### src/rtl/tsbox_pkg.sv
`timescale 1ns/1ps
package tsbox_pkg;
  localparam int LANE_W  = 5;
  localparam int RAND_W  = 4;
  localparam int REMASK_W = 2;

  typedef logic [LANE_W-1:0] lane_t;

  // Linear mixing in front of the nonlinear core, applied per share.
  function automatic lane_t lin_pre(input lane_t v);
    lane_t x;
    x = v;
    x[0] = x[0] ^ x[4];
    x[4] = x[4] ^ x[3];
    x[2] = x[2] ^ x[1];
    return x;
  endfunction

  // Linear mixing behind the core; the inversion goes to one share only.
  function automatic lane_t lin_post(input lane_t v, input bit flip);
    lane_t x;
    x = v;
    x[1] = x[1] ^ x[0];
    x[0] = x[0] ^ x[4];
    x[3] = x[3] ^ x[2];
    x[2] = x[2] ^ flip;
    return x;
  endfunction

  // Component function built from two shares (p carries the linear term).
  function automatic lane_t chi_share(input lane_t p, input lane_t q);
    lane_t r;
    for (int i = 0; i < LANE_W; i++) begin
      r[i] = p[i]
           ^ (~p[(i+1)%LANE_W] & p[(i+2)%LANE_W])
           ^ (p[(i+1)%LANE_W] & q[(i+2)%LANE_W])
           ^ (p[(i+2)%LANE_W] & q[(i+1)%LANE_W]);
    end
    return r;
  endfunction
endpackage

### src/rtl/tsbox_affine.sv
`timescale 1ns/1ps
module tsbox_affine
  import tsbox_pkg::*;
#(
  parameter int SLICES = 64,
  parameter bit POST   = 1'b0,
  parameter bit FLIP   = 1'b0,
  localparam int STATE_W = SLICES * LANE_W
) (
  input  logic [STATE_W-1:0] d,
  output logic [STATE_W-1:0] q
);
  logic [SLICES-1:0][LANE_W-1:0] lane_in;
  logic [SLICES-1:0][LANE_W-1:0] lane_out;

  always_comb begin
    for (int j = 0; j < SLICES; j++) begin
      for (int k = 0; k < LANE_W; k++) begin
        lane_in[j][k] = d[k*SLICES + j];
      end
    end
  end

  for (genvar j = 0; j < SLICES; j++) begin : g_slice
    if (POST) begin : g_post
      assign lane_out[j] = lin_post(lane_in[j], FLIP);
    end else begin : g_pre
      assign lane_out[j] = lin_pre(lane_in[j]);
    end
  end

  always_comb begin
    for (int j = 0; j < SLICES; j++) begin
      for (int k = 0; k < LANE_W; k++) begin
        q[k*SLICES + j] = lane_out[j][k];
      end
    end
  end
endmodule

### src/rtl/tsbox_core.sv
`timescale 1ns/1ps
module tsbox_core
  import tsbox_pkg::*;
#(
  parameter int SLICES = 64,
  localparam int STATE_W = SLICES * LANE_W
) (
  input  logic [STATE_W-1:0] a_i,
  input  logic [STATE_W-1:0] b_i,
  input  logic [STATE_W-1:0] c_i,
  input  logic [RAND_W-1:0]  rand_i,
  output logic [STATE_W-1:0] a_o,
  output logic [STATE_W-1:0] b_o,
  output logic [STATE_W-1:0] c_o
);
  localparam int RM_LO = LANE_W - REMASK_W;

  logic [SLICES-1:0][LANE_W-1:0] la, lb, lc;
  logic [SLICES-1:0][LANE_W-1:0] ya, yb, yc;

  always_comb begin
    for (int j = 0; j < SLICES; j++) begin
      for (int k = 0; k < LANE_W; k++) begin
        la[j][k] = a_i[k*SLICES + j];
        lb[j][k] = b_i[k*SLICES + j];
        lc[j][k] = c_i[k*SLICES + j];
      end
    end
  end

  for (genvar j = 0; j < SLICES; j++) begin : g_slice
    logic [REMASK_W-1:0] nbr_a;
    logic [REMASK_W-1:0] nbr_b;
    if (j == 0) begin : g_fresh
      assign nbr_a = {rand_i[2], rand_i[0]};
      assign nbr_b = {rand_i[3], rand_i[1]};
    end else begin : g_reuse
      // Chi-input bits of the previous slice: no chain through core outputs.
      assign nbr_a = la[j-1][LANE_W-1:RM_LO];
      assign nbr_b = lb[j-1][LANE_W-1:RM_LO];
    end
    assign ya[j] = chi_share(lb[j], lc[j]) ^ {nbr_a ^ nbr_b, {RM_LO{1'b0}}};
    assign yb[j] = chi_share(lc[j], la[j]) ^ {nbr_a, {RM_LO{1'b0}}};
    assign yc[j] = chi_share(la[j], lb[j]) ^ {nbr_b, {RM_LO{1'b0}}};
  end

  always_comb begin
    for (int j = 0; j < SLICES; j++) begin
      for (int k = 0; k < LANE_W; k++) begin
        a_o[k*SLICES + j] = ya[j][k];
        b_o[k*SLICES + j] = yb[j][k];
        c_o[k*SLICES + j] = yc[j][k];
      end
    end
  end
endmodule

### src/rtl/tsbox_masked_layer.sv
`timescale 1ns/1ps
module tsbox_masked_layer
  import tsbox_pkg::*;
#(
  parameter int SLICES = 64,
  localparam int STATE_W = SLICES * LANE_W,
  localparam int SHARES  = 3
) (
  input  logic               clk,
  input  logic               rst,
  input  logic [STATE_W-1:0] share_a_i,
  input  logic [STATE_W-1:0] share_b_i,
  input  logic [STATE_W-1:0] share_c_i,
  input  logic [RAND_W-1:0]  rand_i,
  output logic [STATE_W-1:0] share_a_o,
  output logic [STATE_W-1:0] share_b_o,
  output logic [STATE_W-1:0] share_c_o
);
  logic [STATE_W-1:0] raw   [SHARES];
  logic [STATE_W-1:0] mixed [SHARES];
  logic [STATE_W-1:0] cored [SHARES];
  logic [STATE_W-1:0] final_q [SHARES];

  assign raw[0] = share_a_i;
  assign raw[1] = share_b_i;
  assign raw[2] = share_c_i;

  for (genvar s = 0; s < SHARES; s++) begin : g_share
    tsbox_affine #(.SLICES(SLICES), .POST(1'b0), .FLIP(1'b0)) u_pre (
      .d(raw[s]),
      .q(mixed[s])
    );
    tsbox_affine #(.SLICES(SLICES), .POST(1'b1), .FLIP(s == 0)) u_post (
      .d(cored[s]),
      .q(final_q[s])
    );
  end

  tsbox_core #(.SLICES(SLICES)) u_core (
    .a_i(mixed[0]),
    .b_i(mixed[1]),
    .c_i(mixed[2]),
    .rand_i(rand_i),
    .a_o(cored[0]),
    .b_o(cored[1]),
    .c_o(cored[2])
  );

  always_ff @(posedge clk) begin
    if (rst) begin
      share_a_o <= '0;
      share_b_o <= '0;
      share_c_o <= '0;
    end else begin
      share_a_o <= final_q[0];
      share_b_o <= final_q[1];
      share_c_o <= final_q[2];
    end
  end

  // ---------------- assertions ----------------
  logic live;
  always_ff @(posedge clk) live <= !rst;

  function automatic logic [STATE_W-1:0] slice_mask(input int s);
    logic [STATE_W-1:0] m;
    m = '0;
    for (int k = 0; k < LANE_W; k++) m[k*SLICES + s] = 1'b1;
    return m;
  endfunction

  localparam logic [STATE_W-1:0] FIRST_M = slice_mask(0);
  localparam logic [STATE_W-1:0] LAST_M  = slice_mask(SLICES-1);

  // Unmasked reference on the recombined state.
  function automatic logic [STATE_W-1:0] unmasked_layer(input logic [STATE_W-1:0] x);
    logic [STATE_W-1:0] y;
    lane_t l;
    for (int j = 0; j < SLICES; j++) begin
      for (int k = 0; k < LANE_W; k++) l[k] = x[k*SLICES + j];
      l = lin_post(chi_share(lin_pre(l), '0), 1'b1);
      for (int k = 0; k < LANE_W; k++) y[k*SLICES + j] = l[k];
    end
    return y;
  endfunction

  assert_reset_zero_R1: assert property (@(posedge clk)
    rst |=> (share_a_o == '0 && share_b_o == '0 && share_c_o == '0));

  assert_recombine_R3: assert property (@(posedge clk) disable iff (rst)
    1'b1 |=> ((share_a_o ^ share_b_o ^ share_c_o) ==
              unmasked_layer($past(share_a_i ^ share_b_i ^ share_c_i))));

  // share A at the last slice reaches no bit of output share A.
  assert_a_blind_R5: assert property (@(posedge clk) disable iff (rst)
    (live && $stable(share_b_i) && $stable(share_c_i) && $stable(rand_i) &&
     (((share_a_i ^ $past(share_a_i)) & ~LAST_M) == '0))
    |=> $stable(share_a_o));

  assert_rand_slice0_R8: assert property (@(posedge clk) disable iff (rst)
    (live && $stable(share_a_i) && $stable(share_b_i) && $stable(share_c_i))
    |=> ($stable(share_a_o & ~FIRST_M) && $stable(share_b_o & ~FIRST_M) &&
         $stable(share_c_o & ~FIRST_M)));
endmodule

### config.mk
export PLATFORM = sky130hd
export DESIGN_NAME = tsbox_masked_layer
export DESIGN_NICKNAME = d
export VERILOG_FILES = /design/src/rtl/tsbox_pkg.sv /design/src/rtl/tsbox_affine.sv /design/src/rtl/tsbox_core.sv /design/src/rtl/tsbox_masked_layer.sv
export SDC_FILE = /design/constraint.sdc
export NUM_CORES = 2
export LEC_CHECK = 0
export BUFFER_PORTS_ARGS = -buffer_cell sky130_fd_sc_hd__buf_4
export CAP_MARGIN = 40
export CORE_AREA = 2 2 746 748
export CTS_CLUSTER_SIZE = 30
export DETAILED_ROUTE_END_ITERATION = 10
export DIE_AREA = 0 0 748 750
export PLACE_DENSITY_LB_ADDON = 0.05
export SYNTH_ARGS = -nofsm -noshare
export SYNTH_HDL_FRONTEND = slang
export SYNTH_SLANG_ARGS = --single-unit
export TNS_END_PERCENT = 100
### constraint.sdc
create_clock -name clk -period 2.9 [get_ports clk]
set_input_delay 0.58 -clock clk [delete_from_list [all_inputs] [get_ports clk]]
set_output_delay 0.58 -clock clk [all_outputs]
set_load 0.005 [all_outputs]
Word-level counts from Yosys, hierarchy flattened. Cells that the tools add are included.

Bits of input ports: 966. Word-level logic and storage cells: 8195. Output and inout port bits: 960. Memories: 0. Memory bits (writable): 0. Register bits after elaboration: 960. Bits in latches: 0. Memory bits (read-only): 0.

Reduce and logical (&&, ||, !) cells: 0. Eq/ne operators: 0. Multipliers: 0. Div/mod/pow operators: 0. Add/subtract/negate cells: 0. Bitwise operators: 8192. Shift-type cells: 0. Order comparisons: 0. Muxes and demuxes: 0.

Operator list (number): $xor 1x1->1 (4032); $and 1x1->1 (2880); $not 1->1 (1024); $xor 5x5->5 (192); $xor 2x2->2 (64).

Depth between registers and ports, before layout.
Depth in word-level cells: 8. Mapped depth: 9. Gate-level depth less buffers: 7.

Cells and area by module. From an unflattened synthesis, not the netlist that was laid out.

Cells, all modules: 10727. Area, all modules: 88025.7 sq um.

By module, submodules not included: tsbox_core (area each 46368.2 sq um, cells an instance 6780, times used 1, sequential area each 0.0 sq um); tsbox_masked_layer (area each 26042.5 sq um, cells an instance 2027, times used 1, sequential area each 19218.4 sq um); tsbox_affine (g_share[0].u_pre ...) (area each 2642.5 sq um, cells an instance 320, times used 5, sequential area each 0.0 sq um); tsbox_affine (g_share[0].u_post) (area each 2402.3 sq um, cells an instance 320, times used 1, sequential area each 0.0 sq um).

Worst setup path before layout. No wires, ideal clock.

Kind: input-to-reg. Start: input share_a_i[208]. End: register share_c_o[208]. Data arrival time: 2422 ps. Setup time: 128 ps. Data required time: 2772 ps. Setup slack: 350 ps. Stages on the path: 9. Path buffers: 2. Cells stage by stage: clkbuf_1 inv_1 ha_1 buf_2 nand2b_1 xnor3_1 xnor3_1 xnor2_1 nor2_1.

Word-level cells in the longest chain between the ends: 8. Elaborated cells between the ends (all ways): 16. Those cells by class: bitwise (16).

RTL lines: start: declaration (RTL line tsbox_masked_layer.sv:11) `input logic [STATE_W-1:0] share_a_i,`; $xor 1x1->1 (RTL line tsbox_pkg.sv:14) `x[4] = x[4] ^ x[3];`; $not 1->1 (RTL line tsbox_pkg.sv:35) `^ (~p[(i+1)%LANE_W] & p[(i+2)%LANE_W])`; $and 1x1->1 (RTL line tsbox_pkg.sv:35); $xor 1x1->1 (RTL line tsbox_pkg.sv:35); $xor 1x1->1 (RTL line tsbox_pkg.sv:36) `^ (p[(i+1)%LANE_W] & q[(i+2)%LANE_W])`; $xor 1x1->1 (RTL line tsbox_pkg.sv:37) `^ (p[(i+2)%LANE_W] & q[(i+1)%LANE_W]);`; $xor 5x5->5 (*) (RTL line tsbox_core.sv:44) `assign yc[j] = chi_share(la[j], lb[j]) ^ {nbr_b, {RM_LO{1'b0}}};`; $xor 1x1->1 (*) (RTL line tsbox_pkg.sv:25) `x[3] = x[3] ^ x[2];`; end signal: assignment (RTL line tsbox_masked_layer.sv:57) `share_c_o <= final_q[2];`; end: declaration (RTL line tsbox_masked_layer.sv:17) `output logic [STATE_W-1:0] share_c_o`.

Mark *: on every way between the ends. The rest lies on a longest branch, timed or not. A chain may end at the register's enable or synchronous reset.

Worst setup path in the final report.
Start: register share_c_o[3]. End: output share_c_o[3].

No word-level cell between the ends.

==> flow_summary.yaml <==
run_status:
  outcome: "finished clean"
cells_and_area:
  fin_area_um2: 112000
  area_delta_synth_final_pct: 37.7
  layout-drive-gt1-share_pct: 23.2
  fillCellCount: 61600
  nNetsFinal: 12500
critical_path:
  timing.critical_path.buf_inv: 1
  critical_path.top_delay_family: "flip-flops"
  cpMaxStageDelayCell: "dfxtp_1"
  critPathMaxFanout: 1
  worstPathCellList: "buf_4"
  worstPathRequired_ns: 2.32
  endpoint_kind: "output port"
  critPathMaxStageDelay_ns: 0.77
  path_class: "flop to output port"
  worstPathArrival_ns: 1.91
  worstSetupStartpointType: "flop"
sta:
  tightest_slew_ns: 0.812
  final_max_slew_viol_count: 0
  grt_setup_unrepaired: "no"
  fmax_mhz: 402
  finalSetupViolations: 0
  period_share_pct: 85.7
  fin_crit_ns: 2.49
  hold_viol: 0
  relSlewSlack_pct: 45.9
  finalSetupTns_ns: 0
  whs_ns: 0.119
drt:
  drc_errors: 0
  num_vias: 68000
  dr.first_iter.drc_count: 3137
  routed_wl_um: 490000
  drt-vias-per-instance: 3.65
  firstDrtPassIters: 5
  route.detailed.wl_per_inst_um: 26.3
  ant_nets: 0
power:
  power_density_nw_per_um2: 716
  peakVddDrop_mv: 0.398
  pwr-share-comb_pct: 48.8
  swShare_pct: 37.6
  seqPwrFrac_pct: 24.4
  clockPowerShare_pct: 26.8
  power_leakage_nw: 50.0
  p_switching_w: 0.0302
  power.internal_w: 0.0501
  finalPower_w: 0.0803
yosys:
  netlist_top_cells_area: "dfxtp_1 (24%), xnor2_1 (23%), xnor3_1 (13%), nor2_1 (7.6%), nor2b_1 (6.0%)"
  avgSynthCellArea_um2: 9.03
  yosysWarnings: 0
  ys_ff_latch: 960
  synth_edf_count: 0
  yosysUniqueCellTypes: 31
  synth_most_common_cell: "xnor2_1"
  synth_cells: 9016
  synth.top_cells.by_count: "xnor2_1 (2135), nor2_1 (1659), dfxtp_1 (960), nor2b_1 (783), xnor3_1 (467)"
  syn_nets: 10400
  synth_top_cell_area_share_pct: 23.6
  ys_async_sr_fraction_pct: 0
  synthFlopType: "dfxtp_1"
  yosysSeqAreaShare_pct: 23.6
  syn_area_um2: 81400
  synth_top_area_cell: "dfxtp_1"
place:
  place.gp.congestion: 0.833
  numPortBuffers: 1925
  placed_cell_area_um2: 106000
  dp_hpwl_um: 426000
clock_network:
  cts.clk_slew.worst_paths_ns: 0.06
  clk_path_buf_depth: 4
  clock-sinks: 960
  ctsHoldBuffers: 12
  cts_buffers: 164
  post_cts_buffers: 0
  cts-resized-gates: 0
  cts_max_level: 4
  clockRootBuffer: "clkbuf_16"
  cts_tree: "yes"
floorplanning:
  die_w_um: 748
  ioPinCount: 1926
  die_h_um: 750
  core.rowCount: 274
  core_um2: 554000
  dieArea_um2: 561000
  start_util_pct: 14.7
flow_run:
  drv_cap: 0
grt:
  antenna_found_initial: 291
  track_usage_pct: 16.9
  first_global_vias: 71800
  grt_max_degree: 70
  grt_pass1_wl_um: 655000
  grt_overflow: 0
worst_hold_path:
  hp-class: "primary input to flop"
-- layer usage --
metal  track usage, %  routed length, µm  up-vias
li1                 -                  -    32700
met1             19.7             199000    32500
met2             29.7             240000     1985
met3             5.60              38300      724
met4             3.89              12400      120
met5                0                769        -
-- registers in the layout, summed over array words and instances, names as in the netlist --
register   cells
share_a_o    320
share_b_o    320
share_c_o    320
-- power by group through the flow --
stage	clock (W)	combinational [W]	sequential [W]
3_3_place_gp	0	0.0404	0.0201
4_1_cts	0.0228	0.0404	0.0198
5_1_grt	0.0231	0.0424	0.0200
3_5_place_dp	0	0.0402	0.0200
2_1_floorplan	0	0.0210	0.0190
6_report	0.0215	0.0392	0.0196
-- path summary, 6_finish.rpt --
check | start | to | slack (ns) | cells after the start
hold / removal | share_b_i[277] | share_a_o[213] | 0.12 | 4
setup / recovery | share_c_o[3] | share_c_o[3] | 0.41 | 1
-- cell type report --
| cell class | count | area, µm² | area share (%) |
|---|---|---|---|
| inverter | 433 | 1630 | 1.45 |
| multi-input combinational | 7280 | 59000 | 52.6 |
| clock inverter | 74 | 965 | 0.860 |
| clock buffer | 218 | 4630 | 4.13 |
| timing repair buffer | 2287 | 17400 | 15.6 |
| sequential | 960 | 19200 | 17.1 |
| antenna | 60 | 150 | 0.134 |
| tap | 7314 | 9150 | 8.16 |
-- stage by stage --
| step | std cells | worst slack, ns | util [%] |
|---|---|---|---|
| after floorplan | 9016 | 0.350 | - |
| after global placement | 18300 | 0.00373 | 19.2 |
| after detailed placement | 18300 | 0.0609 | 19.2 |
| after CTS | 18600 | 0.198 | 20.2 |
| after global routing | 18600 | 0.275 | 20.2 |
| final | 18600 | 0.415 | 20.2 |
-- placed cells by master (no fill, tap or decap), types with 45 or more instances in the layout --
cell	Yosys	final
xnor2_1	2135	2135
xor2_1	347	347
xnor3_1	467	467
diode_2	0	60
nand2_1	302	302
xor2_2	45	45
nor2_1	1659	1659
clkbuf_16	0	168
a21oi_1	398	398
maj3_1	48	48
mux2i_1	208	208
ha_1	384	384
buf_4	35	2255
dfxtp_1	960	960
xor3_1	65	65
o21ai_0	86	86
nand2b_1	231	231
inv_1	433	433
nor2b_1	783	783
-- kinds of logic (layout without fill, tap and decap cells) --
kind of cell	Yosys count	after routing	share of synthesized area, %
buffers and inverters	776	3012	3.99
xor gates and xnor gates	3069	3069	42.6
and+or+nand+nor	3055	3055	17.5
AOI/OAI and AO/OA	515	515	3.26
adders and majority gates	433	433	6.50
other	0	60	0
muxes	208	208	2.56
DFF	960	960	23.6
No activity file was read; power rests on OpenSTA's default activity.
